## config.mk

```make
export PLATFORM = sky130hd
export DESIGN_NAME = synth_status_out
export DESIGN_NICKNAME = d
export VERILOG_FILES = /design/src/rtl/synth_status_pkg.sv /design/src/rtl/synth_sync2.sv /design/src/rtl/synth_lock_det.sv /design/src/rtl/synth_status_out.sv
export SDC_FILE = /design/constraint.sdc
export NUM_CORES = 1
export LEC_CHECK = 0
export ABC_AREA = 0
export CORE_UTILIZATION = 42
export DETAILED_ROUTE_END_ITERATION = 7
export PLACE_DENSITY = 0.77
export SETUP_SLACK_MARGIN = 0.02
export SLEW_MARGIN = 25
export SYNTH_ARGS = -nofsm -noshare
export SYNTH_HDL_FRONTEND = slang
export SYNTH_SLANG_ARGS = --single-unit
```

## constraint.sdc

```tcl
create_clock -name clk -period 1.5 [get_ports clk]
set_input_delay 0.15 -clock clk [delete_from_list [all_inputs] [get_ports clk]]
set_output_delay 0.15 -clock clk [all_outputs]
set_load 0.05 [all_outputs]
```

## src/rtl/synth_status_pkg.sv

```systemverilog
package synth_status_pkg;
    typedef enum logic [1:0] {
        SEL_LOCK = 2'b00,
        SEL_REF  = 2'b01,
        SEL_AUX  = 2'b10,
        SEL_MAIN = 2'b11
    } outsel_e;

    localparam int NUM_LOOPS = 2;
    localparam int LOOP_MAIN = 0;
    localparam int LOOP_AUX  = 1;
endpackage

```

## src/rtl/synth_sync2.sv

```systemverilog
module synth_sync2 #(
    parameter int          W       = 1,
    parameter logic [W-1:0] RST_VAL = '0
) (
    input  logic         clk,
    input  logic         rst,
    input  logic [W-1:0] din,
    output logic [W-1:0] dout
);
    typedef struct packed {
        logic [W-1:0] s1;
        logic [W-1:0] s2;
    } sync_t;

    sync_t st_d, st_q;

    always_comb begin
        st_d    = st_q;
        st_d.s1 = din;
        st_d.s2 = st_q.s1;
    end

    always_ff @(posedge clk) begin
        if (rst) st_q <= '{s1: RST_VAL, s2: RST_VAL};
        else     st_q <= st_d;
    end

    assign dout = st_q.s2;
endmodule

```

## src/rtl/synth_lock_det.sv

```systemverilog
module synth_lock_det #(
    parameter int LOCK_CNT = 4
) (
    input  logic clk,
    input  logic rst,
    input  logic en,
    input  logic ref_ev,
    input  logic div_ev,
    output logic locked
);
    localparam int CW = $clog2(LOCK_CNT + 1);

    typedef struct packed {
        logic [CW-1:0] cnt;
        logic          lock;
    } det_t;

    det_t det_d, det_q;

    always_comb begin
        det_d = det_q;
        if (!en) begin
            det_d = '0;
        end else if (ref_ev || div_ev) begin
            if (ref_ev && div_ev) begin
                if (det_q.cnt != CW'(LOCK_CNT))
                    det_d.cnt = det_q.cnt + 1'b1;
                if (det_q.cnt >= CW'(LOCK_CNT - 1))
                    det_d.lock = 1'b1;
            end else begin
                det_d = '0;
            end
        end
    end

    always_ff @(posedge clk) begin
        if (rst) det_q <= '0;
        else     det_q <= det_d;
    end

    assign locked = det_q.lock;

    // a lone strobe unlocks on the next edge
    p_miss_unlocks_r3: assert property (@(posedge clk) disable iff (rst)
        (en && (ref_ev != div_ev)) |=> !locked);

    // lock can only appear right after a matched comparison
    p_lock_from_match_r2: assert property (@(posedge clk) disable iff (rst)
        $rose(locked) |-> $past(en && ref_ev && div_ev));

    // a disabled detector is held cleared
    p_disabled_clear_r4: assert property (@(posedge clk) disable iff (rst)
        !en |=> !locked);
endmodule

```

## src/rtl/synth_status_out.sv

```systemverilog
module synth_status_out
    import synth_status_pkg::*;
#(
    parameter int LOCK_CNT = 4
) (
    input  logic       clk,
    input  logic       rst,
    input  logic       ref_tc,
    input  logic       main_tc,
    input  logic       aux_tc,
    input  logic       main_en,
    input  logic       aux_en,
    input  logic [1:0] test_sel,
    input  logic       test_in,
    input  logic       presc_out,
    output logic       main_div_clk,
    output logic       status_out
);
    logic [1:0]           sel_raw;
    outsel_e              sel_s;
    logic [NUM_LOOPS-1:0] en_s;
    logic [NUM_LOOPS-1:0] div_ev;
    logic [NUM_LOOPS-1:0] loop_lock;
    logic [NUM_LOOPS-1:0] lock_term;

    synth_sync2 #(.W(2), .RST_VAL(2'b00)) u_sel_sync (
        .clk (clk),
        .rst (rst),
        .din (test_sel),
        .dout(sel_raw)
    );
    assign sel_s = outsel_e'(sel_raw);

    synth_sync2 #(.W(NUM_LOOPS), .RST_VAL({NUM_LOOPS{1'b1}})) u_en_sync (
        .clk (clk),
        .rst (rst),
        .din ({aux_en, main_en}),
        .dout(en_s)
    );

    assign div_ev[LOOP_MAIN] = main_tc;
    assign div_ev[LOOP_AUX]  = aux_tc;

    for (genvar g = 0; g < NUM_LOOPS; g++) begin : g_loop
        synth_lock_det #(.LOCK_CNT(LOCK_CNT)) u_det (
            .clk   (clk),
            .rst   (rst),
            .en    (en_s[g]),
            .ref_ev(ref_tc),
            .div_ev(div_ev[g]),
            .locked(loop_lock[g])
        );
        assign lock_term[g] = !en_s[g] || loop_lock[g];
    end

    typedef struct packed {
        logic pin;
    } out_t;

    out_t out_d, out_q;

    always_comb begin
        out_d = out_q;
        unique case (sel_s)
            SEL_LOCK: out_d.pin = &lock_term;
            SEL_REF:  out_d.pin = ref_tc;
            SEL_AUX:  out_d.pin = !aux_tc;
            SEL_MAIN: out_d.pin = !main_tc;
            default:  out_d.pin = 1'b0;
        endcase
    end

    always_ff @(posedge clk) begin
        if (rst) out_q <= '0;
        else     out_q <= out_d;
    end

    assign status_out   = out_q.pin;
    assign main_div_clk = presc_out ^ test_in;

    // in lock mode the pin follows both loop terms together
    p_lock_and_r1: assert property (@(posedge clk) disable iff (rst)
        (!$past(rst) && $past(sel_s) == SEL_LOCK) |->
            status_out == ($past(lock_term[LOOP_MAIN]) && $past(lock_term[LOOP_AUX])));

    // reference route idles low
    p_ref_idle_r5: assert property (@(posedge clk) disable iff (rst)
        (sel_s == SEL_REF && !ref_tc) |=> !status_out);

    // auxiliary and main routes idle high
    p_aux_idle_r5: assert property (@(posedge clk) disable iff (rst)
        (sel_s == SEL_AUX && !aux_tc) |=> status_out);
    p_main_idle_r5: assert property (@(posedge clk) disable iff (rst)
        (sel_s == SEL_MAIN && !main_tc) |=> status_out);

    // reset leaves the pin low and the route at lock
    p_reset_state_r6: assert property (@(posedge clk)
        $past(rst) |-> (!status_out && sel_s == SEL_LOCK));
endmodule

```

## Yosys cells after proc, flatten, opt, wreduce, memory -nomap -nowiden

Cells that the tools add are included.

- Logic and storage cells: 50
- Bits in registers: 17
- Output and inout bits: 2
- Input port bits: 11

- Bitwise logic cells: 3
- Equality and inequality tests: 9
- Reduce and logical (&&, ||, !) cells: 18
- Multiplexer cells: 7
- $lt $le $gt $ge: 2
- $add $sub $neg: 2

Operator list:

| kind | number |
|---|---|
| 2-bit AND reduction | 5 |
| 4-bit two-way mux | 2 |
| 2-bit inequality test (second input constant) | 4 |
| 3-bit by 1-bit adder with 3-bit output (second input constant) | 2 |
| 3-bit by 2-bit >= comparator with 1-bit output (second input constant) | 2 |
| 3-bit two-way mux | 2 |
| 3-bit inequality test (second input constant) | 2 |
| 2-bit equality test (second input constant) | 2 |
| 1-bit logical NOT | 4 |
| 1-bit logical OR | 4 |
| 1-bit case mux with 4 select lines | 1 |
| 2-bit OR reduction | 2 |
| 2-bit by 1-bit equality test with 1-bit output (second input constant) | 1 |
| 1-bit logical AND | 2 |
| 2-bit logical NOT | 1 |
| 1-bit two-way mux | 2 |
| 1-bit inverter | 2 |
| 1-bit bitwise XOR | 1 |

## Logic depth before layout (Yosys ltp)

- Word-level depth: 4
- Depth in mapped cells: 5
- Gate-level depth less buffers: 5

## By module

From an unflattened synthesis, not the netlist that was laid out.

- Cells, all modules: 78
- Area, all modules: 760.7 sq um

Modules (own cells, without submodules):

| module | instances | area an instance (sq um) | cells each | sequential area each (sq um) |
|---|---|---|---|---|
| synth_lock_det | 2 | 236.5 | 27 | 80.1 |
| synth_sync2 | 2 | 105.1 | 8 | 80.1 |
| synth_status_out | 1 | 77.6 | 8 | 20.0 |

## Worst setup path after synthesis

Ideal clock, no wire load.

- Kind: reg-to-reg
- Start: reg g_loop[1].u_det.det_q[1] in the netlist's numbering
- End: reg g_loop[1].u_det.det_q[3] in the netlist's numbering
- Slack: 0.406 ns
- Stages on the path, launching flop included: 5
- Arrival: 1.028 ns
- Cell sequence: dfxtp_1 ha_1 ha_1 a21bo_1 a21oi_2

- Cells in the longest elaborated chain, start to end: 3

Ends and longest elaborated chain:

| what | RTL line | text |
|---|---|---|
| start, declared | synth_lock_det.sv:18 | `det_t det_d, det_q;` |
| start signal, assigned | synth_lock_det.sv:38 | `else det_q <= det_d;` |
| 3-bit by 1-bit adder with 3-bit output / 3-bit inequality test (equally long branches) | synth_lock_det.sv:27, synth_lock_det.sv:26 |  |
| 3-bit two-way mux / 2-bit inequality test (equally long branches) | -- |  |
| 4-bit two-way mux / 2-bit AND reduction (equally long branches) | -- |  |

Parallel ways exist; a longest one is shown, timed or not. The select of a mux whose other input is x is not followed.
A chain may end at the register's enable or synchronous reset.

## Worst setup path after layout

- Start: in presc_out
- End: out main_div_clk

- Cells in the longest elaborated chain, start to end: 1

Ends and longest elaborated chain:

| what | RTL line | text |
|---|---|---|
| start, declared | synth_status_out.sv:15 | `input logic presc_out,` |
| 1-bit bitwise XOR | synth_status_out.sv:79 | `assign main_div_clk = presc_out ^ test_in;` |
| end, declared | synth_status_out.sv:16 | `output logic main_div_clk,` |

Every way passes these cells.

==> summary.txt <==
Route
  – Initial DRC count: 7
  – Drt first pass iters: 4
  – DRC violation count after routing: 0
  – Total detailed-routing wirelength: 1290 um
  – DRT antenna net count: 0
  – Vias: just over 600
  – WL per Instance: about 11 um
  – Vias per cell: between 5 and 6

Clock tree
  – Clock sinks: 17
  – Root buf cell: clkbuf_4
  – Clock Latency Late Sink: about 280 ps
  – CTS clk-pin slew, worst paths: approximately 90 ps
  – Postcts setup bufs: 0
  – Maximum root-to-sink buffer count: 2
  – Hold buffers post-CTS: 0
  – Post-CTS Resized: 0
  – TritonCTS clock tree: done
  – Num CTS Buffers: 3
  – CTS H-tree lvls: 1

Synth
  – Yosys top cell by area: dfxtp_1
  – Synth top area share: between 40 and 50%
  – Syn Area/Cell: 9.68 sq um
  – Top cells by area, synth: dfxtp_1 (45%), ha_1 (9.8%), nor2b_1 (4.9%)
  – Predominant post-synthesis flop cell: dfxtp_1
  – Flops & latches, synth: 17
  – Post-synth EDFFs: 0
  – Async S/R FF share, synth: 0%
  – Register area share after synthesis: between 40% and 50%
  – Cell Area, Synth: roughly 760 sq um
  – Syn Nets: between 90 and 100
  – Synth Instances: between 70 and 80
  – Synth cell types: 22
  – Synth Warn #: 0

STA
  – RSZ-0062 raised after global routing: false
  – Slew Limit Headroom: a little over four fifths
  – Final setup fails: 0
  – Period minus WS final: around 1200 ps
  – Worst Tran Pin Value: between 200 and 300 ps
  – Setup Skew: ~3.4 ps
  – Setup TNS: 0 ps
  – Worst hold margin: just over 400 ps
  – Slew Limit Fails: 0
  – Final hold vios: 0
  – Maximum clock rate: 839 MHz
  – Final setup margin: just over 300 ps
  – Period utilization: about four fifths

Floorplanning
  – Placeable Area: approximately 1700 sq um
  – Die X: about 45 um
  – IO Pins: 13
  – # rows: 15
  – Initial Utilization: about 45%
  – Die ar.: between 1500 and 2000 sq um
  – Die Y: between 40 and 50 um

Min path
  – Hold path depth: 1
  – Hold EP: u_en_sync.dout[0]
  – Hold Startpoint: u_en_sync.st_d[0]
  – Path category of the worst min-delay check: flop to flop

Setup path
  – Buffers plus inverters on the worst setup path: 2
  – Crit path max-delay cell type: clkdlybuf4s50_1
  – Worst EP required: about 1400 ps
  – Critical Path Start Type: input pin
  – Cell depth of the worst flop-to-flop path: 5
  – R2R Setup Slk: 320 ps
  – Arr. time, crit path: 1040 ps
  – Worst r2r src: g_loop[1].u_det.det_q[1]
  – CP top delay family: buffers and inverters
  – Crit path cell chain: clkdlybuf4s50_1, xor2_1, buf_12
  – CP startpoint: presc_out
  – Crit Path Max Fanout: 1
  – CP peak stage delay: 470 ps
  – CP endpoint kind: primary output
  – Kind of critical path: input pin to primary output
  – Reg2reg end: g_loop[1].u_det.locked

Pwr
  – Total power: 0.000824 W
  – Lkg Pwr: around 0.37 nW
  – Pwr per Cell Area: 863 nW/um^2
  – Max rail drop VDD: ~0.00056 V

Layout
  – Number of diodes: 0
  – Fraction of layout cells with a size suffix above 1: between 10% and 20%
  – Layout area overhead: 24.9%
  – Design Area, Final: about 950 sq um
  – NumNets Final: 113

Placed design
  – Area after DPL: between 900 and 1000 sq um
  – Routability cong.: approximately 0.74
  – Post-Place Setup Slack: 152 ps
  – HPWL Detailed: roughly 1000 um
  – Port Buf Inserts: 12

GRT
  – Antenna violations before repair: 0
  – Total GRT Usage: approximately 15%
  – Pin count of the biggest net entering global routing: 11
  – First-pass GRT wire length: around 2200 um
  – Vias in the first global route: 525
  – Grt ovf: 0

Job
  – Max_cap viols: 0

Run status
  – Run status: finished, final reports clean
==> placed cells by master, fill, tap and decap left out <==
master           instances
nor2b_1                  6
mux2_2                   1
xor2_1                   1
a21oi_1                  3
nand4_1                  4
o31ai_1                  4
nand2_1                  6
a21oi_2                  2
or2_2                    4
nor2_1                   2
nand2b_1                 2
clkdlybuf4s50_1         10
buf_12                   1
dfxtp_1                 17
buf_4                    2
a31oi_1                  2
and2_4                   2
a221o_1                  1
a211o_1                  2
inv_1                    8
a221oi_2                 1
a21bo_1                  2
clkinv_2                 1
clkbuf_4                 3
o21ai_0                  2
ha_1                     6
==> cell families after synthesis <==
family	share of synthesized area, %
AND/OR/NAND/NOR	19.3
XOR/XNOR	1.15
AO/OA/AOI/OAI	19.3
multiplexers	1.47
flip-flops	44.5
adder cells (fa/ha/maj)	9.82
buffers and inverters	4.42
==> worst register-to-register path, cell delays in order (launching register included) <==
cell and delay (ps):
dfxtp_1 340, ha_1 200, ha_1 170, a211o_1 230, nand2_1 70, a21oi_1 60
==> synthesized netlist by cell type, types with 2 or more instances <==
cell	number
o31ai_1	4
dfxtp_1	17
and2_4	2
nor2b_1	6
nor2_1	2
a21oi_2	2
nand4_1	4
a31oi_1	2
inv_1	8
nand2b_1	2
or2_2	4
o21ai_0	2
a21bo_1	2
ha_1	6
nand2_1	6
a211o_1	2
a21oi_1	3
==> power breakdown <==
group,switching (W),internal (W)
clock,0.000138,0.0000988
combinational,0.0000538,0.0000602
sequential,0.00000689,0.000466
total,0.000199,0.000625
==> routing by layer <==
metal / track usage, % / vias up / part of all wire [%]
li1: - / 307 / -
met1: 17.7 / 286 / 44
met2: 25.0 / 11 / 51
met3: 5.31 / 0 / 4.3
met4: 5.45 / 0 / 0
met5: 0 / - / 0
==> per-stage QoR <==
stage | std cells | util [%]
2_1_floorplan | 79 | -
3_3_place_gp | 116 | 54.3
3_5_place_dp | 116 | 54.3
4_1_cts | 120 | 55.9
5_1_grt | 120 | 55.9
6_report | 120 | 55.9
==> how the worst max path moves through the flow <==
stage / endpoint / slack, ps / cells after the start
after floorplan: g_loop[1].u_det.det_q[3] / 410 / 4
after global placement: g_loop[0].u_det.det_q[2] / 230 / 4
after detailed placement: g_loop[0].u_det.det_q[1] / 150 / 4
after CTS: main_div_clk / 300 / 3
after global routing: g_loop[1].u_det.locked / 240 / 5
final: main_div_clk / 310 / 3
==> area by class of cell <==
type | instances | area [sq um]
Fill cell | 157 | 753
Multi-Input combinational cell | 53 | 390
Clock buffer | 3 | 22.5
Clock inverter | 1 | 5.00
Tap cell | 25 | 31.3
Timing Repair Buffer | 13 | 135
Inverter | 8 | 30.0
Sequential cell | 17 | 340
==> sequential cells by signal, summed over array words and instances (netlist names) <==
| name | cells |
|---|---|
| u_en_sync.dout | 2 |
| u_sel_sync.dout | 2 |
| status_out | 1 |
| u_sel_sync.st_d | 2 |
| g_loop.u_det.locked | 2 |
| u_en_sync.st_d | 2 |
| g_loop.u_det.det_q | 6 |
(Power assumes the default switching activity.)
